[src/rtl/codec_link_framer.sv]
module codec_link_framer (
  input  logic        bit_clk,
  input  logic        rst_n,
  input  logic [3:0]  wr_en,
  input  logic [19:0] cmd_addr,
  input  logic [19:0] cmd_data,
  input  logic [19:0] pcm_left,
  input  logic [19:0] pcm_right,
  output logic        sync,
  output logic        sdo,
  output logic        frame_done
);
  localparam int SLOT_W    = 20;
  localparam int TAG_W     = 16;
  localparam int NUM_SLOTS = 13;
  localparam int NUM_LOAD  = 4;
  localparam int FRAME_LEN = TAG_W + (NUM_SLOTS - 1) * SLOT_W;
  localparam int SHIFT_W   = TAG_W + NUM_LOAD * SLOT_W;
  localparam int BODY_W    = NUM_LOAD * SLOT_W;
  localparam int CNT_W     = $clog2(FRAME_LEN);

  logic [CNT_W-1:0]   cnt;
  logic               at_edge;
  logic [NUM_LOAD-1:0] pend;
  logic [SLOT_W-1:0]  slot_in [NUM_LOAD];
  logic [SLOT_W-1:0]  hold    [NUM_LOAD];
  logic [TAG_W-1:0]   tag;
  logic [BODY_W-1:0]  body;
  logic [SHIFT_W-1:0] shreg;

  assign at_edge    = (cnt == '0);
  assign slot_in[0] = cmd_addr;
  assign slot_in[1] = cmd_data;
  assign slot_in[2] = pcm_left;
  assign slot_in[3] = pcm_right;

  always_ff @(posedge bit_clk or negedge rst_n)
    if (!rst_n)                             cnt <= '0;
    else if (cnt == CNT_W'(FRAME_LEN - 1))  cnt <= '0;
    else                                    cnt <= cnt + CNT_W'(1);

  always_ff @(posedge bit_clk or negedge rst_n)
    if (!rst_n)       pend <= '0;
    else if (at_edge) pend <= wr_en;
    else              pend <= pend | wr_en;

  generate
    for (genvar i = 0; i < NUM_LOAD; i++) begin : g_slot
      always_ff @(posedge bit_clk or negedge rst_n)
        if (!rst_n)         hold[i] <= '0;
        else if (wr_en[i])  hold[i] <= slot_in[i];

      assign tag[TAG_W-2-i] = pend[i];
      assign body[BODY_W-1-i*SLOT_W -: SLOT_W] = pend[i] ? hold[i] : '0;
    end
  endgenerate

  assign tag[TAG_W-1] = |pend;
  assign tag[TAG_W-2-NUM_LOAD:0] = '0;

  always_ff @(posedge bit_clk or negedge rst_n)
    if (!rst_n) begin
      shreg      <= '0;
      sdo        <= 1'b0;
      sync       <= 1'b0;
      frame_done <= 1'b0;
    end else begin
      shreg      <= at_edge ? {tag, body} : {shreg[SHIFT_W-2:0], 1'b0};
      sdo        <= shreg[SHIFT_W-1];
      sync       <= (cnt < CNT_W'(TAG_W));
      frame_done <= at_edge;
    end


  sync_width_chk: assert property (@(posedge bit_clk) disable iff (!rst_n)
    $fell(sync) |-> $past(sync, 16));


  sync_rise_done_chk: assert property (@(posedge bit_clk) disable iff (!rst_n)
    $rose(sync) |-> frame_done);


  idle_tail_chk: assert property (@(posedge bit_clk) disable iff (!rst_n)
    (cnt >= CNT_W'(SHIFT_W + 2) || cnt <= CNT_W'(1)) |-> !sdo);


  load_snapshot_chk: assert property (@(posedge bit_clk) disable iff (!rst_n)
    frame_done |-> (pend == $past(wr_en)));


  tag_lag_chk: assert property (@(posedge bit_clk) disable iff (!rst_n)
    $rose(sync) |-> !sdo);
endmodule

[config.mk]
export PLATFORM = sky130hd
export DESIGN_NAME = codec_link_framer
export DESIGN_NICKNAME = d
export VERILOG_FILES = /design/src/rtl/codec_link_framer.sv
export SDC_FILE = /design/constraint.sdc
export NUM_CORES = 1
export LEC_CHECK = 0
export ABC_CLOCK_PERIOD_IN_PS = 4000
export CAP_MARGIN = 40
export CORE_UTILIZATION = 59
export DETAILED_ROUTE_END_ITERATION = 12
export PLACE_DENSITY_LB_ADDON = 0.3
export REMOVE_ABC_BUFFERS = 1
export SYNTH_ARGS = -nofsm -noshare
export SYNTH_HDL_FRONTEND = slang
export SYNTH_SLANG_ARGS = --single-unit
[constraint.sdc]
create_clock -name bit_clk -period 4 [get_ports bit_clk]
set_input_delay 0.6 -clock bit_clk [delete_from_list [all_inputs] [get_ports bit_clk]]
set_output_delay 0.6 -clock bit_clk [all_outputs]
set_load 0.01 [all_outputs]
==> impl_results.md, run 1 <==
- Pwr dens: 446.8 nW/um^2
- Fillers: around 830
- Final Critical Period: 2.395 ns
- Kind of critical path: reg2reg
- DRC: 0
- Worst setup margin: between 1.5 and 2 ns
- DRT iter0 DRCs: roughly 260
- #FFs+latches synth: 191
- CTS tree: done
- Via count: 4333
- Setup TNS: 0 ns
- Clock sinks: 191
- Core Footprint: 12620 um^2
- Period utilization: 59.87%
- Standard-cell rows: 41
- Clock Skew: 0.008116 ns
- Most frequent cells in the layout: dfrtp_1, clkdlybuf4s50_1, mux2_2
- Vias in the first global route: 4589
- Io pins: 89
- CP peak stage delay: ~0.54 ns
- PortBufs: 88
- Commonest non-fill, non-tap cell in the layout: dfrtp_1
- Setup slack at placement: 1.616 ns
- CTS clk-pin slew, worst paths: 0.06 ns
- Syn Std Cell Area: 7621 um^2
- Share of cells above drive strength 1: 18.72%
- Final Setup Violations: 0
- Largest net degree at the start of global routing: 82
- Initial antenna violation count: 0
- Crit path to: shreg[11]$_DFF_PN0_
- P&R area growth vs syn: 21.47%
- Crit path cell chain: nor4_4 -> nand3_4 -> inv_4 -> buf_4 -> mux2i_1
- CP max-delay cell: inv_4
- Cts bufs inserted: 17
- Unrepaired setup endpoints after global routing: no
- Slew Limit Fails: 0
- First-pass GRT wire length: roughly 21000 um
- Internal reg-to-reg setup slack: 1.61 ns
- Asr flop ratio synth: 100.0%
- Initial Utilization: between 60% and 70%
- CP Launch Type: flop
- Setup repair bufs after CTS: 0
- Crit path from: cnt[6]$_DFF_PN0_
- Worst vdd ir: 292.3 uV
- Overall routed net length: 12820 um
- Main synth FF type: dfrtp_1
- Critical Path Fanout Max: 43
- Latest clock arrival within the worst-skew pair: 0.43 ns
- CTS Buffer Depth: 2
- Synth area leader: dfrtp_1
- CTS Root Cell: clkbuf_16
- FF-to-FF End: shreg[11]$_DFF_PN0_
- Sequential fraction of the synthesis area: 62.72%
- DRT antenna net count: 0
- GRT Util Overall: about 21%
- Worst setup EP type: flop
- Yosys warnings: 0
- Max_cap viols: 0
- Number of nets in the layout: 764
- Resized Gates After CTS: 0
- WP data arrival: 2.73 ns
- Syn avg cell area: roughly 13 um^2
- Min-delay worst type: in2async
- RD Place Congestion: around 0.75
- Detailed placement HPWL: 8281 um
- Vias per Instance: a little over 5
- EDFF count, synth: 0
- Grt total ovfl: 0
- Synth area leaders: dfrtp_1, mux2_2, mux2i_1
- Worst relative slew slack: approximately 50%
- Drt pass-1 iters: 4
- CTS Hold Bufs: 0
- Worst r2r path cells: 5
- Final hold vios: 0
- Status: completed
- Cell variety after synth: 27
- WL/cell: roughly 15 um
- DIE AREA: 13380 um^2
- Mapped Cells: 586
- Die X: about 120 um
- Synth top area share: ~63%
- Max frequency: 417.5 MHz
- Slew @ Worst Pin: 0.7621 ns
- Core Util, Final: 73.36%
- Critical path data required time: 4.34 ns
- Total power draw: 4.137 mW
- H-tree depth: 4
- FF-to-FF Start: cnt[6]$_DFF_PN0_
- Pleak: roughly 4.2 nW
- N_diodes: 0
- Die height: 115.7 um
==> cell families (layout without fill, tap and decap cells) <==
group	count (synthesis)	in the layout	synth area share [%]
DFF	191	191	62.72
buffers and inverters	108	211	6.469
muxes	164	164	22.94
and+or+nand+nor	108	108	6.305
xor gates and xnor gates	4	4	0.4598
AOI/OAI and AO/OA	9	9	0.7879
adders and majority gates	2	2	0.3283
==> final cells by class <==
class                      instances  area, um^2  area share, %
clock buffer                      20       456.7          4.933
multi-input combinational        287        2349          25.37
inverter                          82       310.3          3.352
timing repair buffer              97       982.2          10.61
tap                              172       215.2          2.325
sequential                       191        4780          51.63
clock inverter                    12       165.2          1.784
==> critical path, delay by kind of cell (launching register included) <==
| family | cells | cell delay [ns] |
|---|---|---|
| simple gates | 2 | 0.55 |
| flops | 1 | 0.44 |
| buf+inv | 2 | 1.02 |
| mux | 1 | 0.27 |
==> synthesized netlist by cell type, types with 2 or more instances <==
| library cell | number |
|---|---|
| dfrtp_1 | 191 |
| mux2_2 | 85 |
| nand2_1 | 83 |
| inv_1 | 81 |
| mux2i_1 | 79 |
| clkbuf_1 | 17 |
| and2_1 | 11 |
| a21o_1 | 4 |
| buf_12 | 4 |
| buf_4 | 4 |
| nor2_1 | 4 |
| nand3_1 | 3 |
| xor2_1 | 3 |
| a21oi_1 | 2 |
| ha_1 | 2 |
| o31ai_1 | 2 |
==> power breakdown <==
group          switching [mW]  internal, mW  leakage (nW)  total, mW
Combinational           0.114         0.180          1.44      0.294
Sequential             0.0514          2.03          2.43       2.08
Clock                   0.688          1.07         0.305       1.76
Total                   0.853          3.28          4.17       4.14
==> sequential cells by signal, indices dropped and copies added (netlist names) <==
name	count
frame_done	1
sdo	1
hold	80
pend	4
shreg	96
cnt	8
sync	1
==> through the flow <==
step                      instance area (um^2)  std cells  hold slack [ns]
final                                     9258        861           0.1802
after global routing                      9258        861           0.2250
after global placement                    8576        825           0.3323
after floorplan                           7436        560           0.3044
after CTS                                 9258        861           0.2026
after detailed placement                  8636        829           0.3410
==> per-layer routing <==
layer | vias up | track usage, % | routed length, um
met1 | 2189 | 26.26 | 5666
met3 | 17 | 6.224 | 472
met2 | 68 | 36.33 | 6477
met4 | 0 | 7.692 | 207
li1 | 2059 | - | -
met5 | - | 0 | 0
==> worst min path at each step <==
stage | start | endpoint | slack [ns]
after global placement | shreg[95]$_DFF_PN0_ | sdo$_DFF_PN0_ | 0.33
after global routing | rst_n | hold[30]$_DFFE_PN0P_ | 0.23
after CTS | rst_n | hold[30]$_DFFE_PN0P_ | 0.20
final | rst_n | hold[30]$_DFFE_PN0P_ | 0.18
after detailed placement | shreg[95]$_DFF_PN0_ | sdo$_DFF_PN0_ | 0.34
after floorplan | rst_n | cnt[0]$_DFF_PN0_ | 0.30
No activity file was read; power rests on OpenSTA's default activity.
==> inputs of run 2 (changes only) <==
--- a/config.mk
+++ b/config.mk
@@ -5,9 +5,9 @@
 export SDC_FILE = /design/constraint.sdc
 export NUM_CORES = 1
 export LEC_CHECK = 0
-export ABC_CLOCK_PERIOD_IN_PS = 4000
+export ABC_CLOCK_PERIOD_IN_PS = 2100
 export CAP_MARGIN = 40
-export CORE_UTILIZATION = 59
+export CORE_UTILIZATION = 50
 export DETAILED_ROUTE_END_ITERATION = 12
 export PLACE_DENSITY_LB_ADDON = 0.3
 export REMOVE_ABC_BUFFERS = 1
==> constraint.sdc (replaced) <==
create_clock -name bit_clk -period 2.1 [get_ports bit_clk]
set_input_delay 0.315 -clock bit_clk [delete_from_list [all_inputs] [get_ports bit_clk]]
set_output_delay 0.315 -clock bit_clk [all_outputs]
set_load 0.01 [all_outputs]
==> impl_results.md, run 2 (synthesized netlist as in run 1, its figures left out) <==
- Via count: 4314 (-0.44%)
- Final Setup Violations: 0 (unchanged)
- GRT Util Overall: 17.72% (-3.7 points)
- DR top layer: met4
- Resized Gates After CTS: 0 (unchanged)
- Most frequent cells in the layout: dfrtp_1, clkdlybuf4s50_1, mux2_2
- Met2 WL: 6004 um (-7.3%)
- Final hold vios: 0 (unchanged)
- Max_cap viols: 0 (unchanged)
- PortBufs: 88 (unchanged)
- Vias in the first global route: 4544 (-0.98%)
- CP Launch Type: flop
- Period utilization: 87.40% (+28 points)
- Setup repair bufs after CTS: 0 (unchanged)
- Largest net degree at the start of global routing: 65 (-21%)
- Final Critical Period: 1.835 ns (-0.5596 ns)
- Reg with most FFs: shreg
- Cts bufs inserted: 17 (unchanged)
- Slew Limit Fails: 0 (unchanged)
- Standard-cell rows: 44 (+7.3%)
- Max reg flops: 96 (unchanged)
- DRC: 6 (+6)
- Drt pass-1 iters: 10 (+6)
- Pwr dens: 872.4 nW/um^2 (+95%)
- H-tree depth: 4 (unchanged)
- RD Place Congestion: 0.7420 (-0.99%)
- WP data arrival: 2.16 ns (-0.57 ns)
- Failing checks: DRC
- Die height: 125.5 um (+8.5%)
- CTS tree: done
- Finished Layout Cells: 881 (+2.3%)
- Status: finished with violations
- DIE AREA: 15740 um^2 (+18%)
- DR WL met3: 481 um (+1.9%)
- Top flop regs: shreg: 96 flops, hold: 80 flops, cnt: 8 flops
- Latest clock arrival within the worst-skew pair: 0.42 ns (about the same)
- Unrepaired setup endpoints after global routing: no
- Min-delay worst type: reg2reg
- Placed cell count: 848 (+2.3%)
- Post-route cell area: 9457 um^2 (+2.1%)
- Critical path data required time: 2.43 ns (-1.91 ns)
- CTS Buffer Depth: 2 (unchanged)
- WL/cell: 14.11 um (-5.3%)
- Worst relative slew slack: 65.26% (+16 points)
- Worst vdd ir: 559.7 uV (+91%)
- Worst setup EP type: flop
- First-pass GRT wire length: 21910 um (+2.2%)
- Core Util, Final: 64.33% (-9.0 points)
- Die X: 125.5 um (+8.5%)
- Pleak: 4.255 nW (+1.9%)
- Number of nets in the layout: 772 (+1.0%)
- Slew @ Worst Pin: 0.5211 ns (-0.2410 ns)
- Initial antenna violation count: 0 (unchanged)
- Wire length on met1: 5838 um (+3.0%)
- Initial Utilization: 51.85% (-8.5 points)
- Placed cell areas: 8748 um^2 (+1.3%)
- CTS clk-pin slew, worst paths: 0.06 ns (about the same)
- Clock sinks: 191 (unchanged)
- Vias per Instance: 4.897 (-2.7%)
- P&R area growth vs syn: 24.08%
- Kind of critical path: reg2reg
- N_diodes: 0 (unchanged)
- DRT antenna net count: 0 (unchanged)
- Share of cells above drive strength 1: 19.66% (+0.93 points)
- CTS Root Cell: clkbuf_16
- Grt total ovfl: 0 (unchanged)
- Detailed placement HPWL: 8110 um (-2.1%)
- Critical Path Fanout Max: 23 (-47%)
- Core Footprint: 14700 um^2 (+16%)
- Overall routed net length: 12430 um (-3.1%)
- Max frequency: 544.8 MHz (+30%)
- DRT iter0 DRCs: 217 (-15%)
- Commonest non-fill, non-tap cell in the layout: dfrtp_1
- CTS Hold Bufs: 1 (+1)
- Io pins: 89 (unchanged)
- Clock Skew: 0.006464 ns (-0.001652 ns)
run 2: final cells by class:
class                           count  area, um^2
Timing Repair Buffer              105        1090
Sequential cell                   191        4780
Fill cell                        1100        5243
Clock inverter                     14       259.0
Multi-Input combinational cell    287        2349
Inverter                           82       310.3
Tap cell                          184       230.2
Clock buffer                       18       439.2
run 2: stage by stage:
stage / hold slack (ns) / total power, mW / TNS (ns) / worst slack [ns]
finish: 0.3580 / 8.250 / 0 / 0.2646
global route: 0.3737 / 8.576 / 0 / 0.1400
CTS: 0.3644 / 8.349 / 0 / 0.2445
detailed placement: 0.3354 / 4.601 / 0 / 0.2751
global placement: 0.3282 / 4.576 / 0 / 0.3878
floorplan: 0.01941 / 4.253 / -43.69 / -0.6841
run 2: critical path: stages, from the launching register on:
cell,delay [ns]
dfrtp_1,0.45
nor4_4,0.36
nand3_4,0.12
inv_4,0.33
buf_12,0.23
mux2i_1,0.24
run 2: routing by layer:
| layer | global-route usage [%] | vias to the layer above |
|---|---|---|
| met5 | 0 | - |
| met4 | 5.165 | 0 |
| met3 | 5.049 | 7 |
| met2 | 28.24 | 70 |
| met1 | 23.73 | 2155 |
| li1 | - | 2082 |
run 2: path summary, 6_finish.rpt:
kind | from | end | slack [ns] | cells past startpoint
setup / recovery | cnt[6]$_DFF_PN0_ | shreg[50]$_DFF_PN0_ | 0.26 | 5
hold / removal | shreg[95]$_DFF_PN0_ | sdo$_DFF_PN0_ | 0.36 | 0
setup reg to reg | cnt[6]$_DFF_PN0_ | shreg[50]$_DFF_PN0_ | 0.26 | 5
hold reg to reg | shreg[95]$_DFF_PN0_ | sdo$_DFF_PN0_ | 0.36 | 0
max in group asynchronous | rst_n | shreg[1]$_DFF_PN0_ | 0.98 | 3
min in group asynchronous | rst_n | hold[29]$_DFFE_PN0P_ | 0.44 | 2
run 2: where the power goes:
group	switching [mW]	internal [mW]	leakage, nW	total, mW
Combinational	0.213	0.344	1.49	0.556
Sequential	0.0978	3.87	2.43	3.97
Clock	1.34	2.39	0.341	3.73
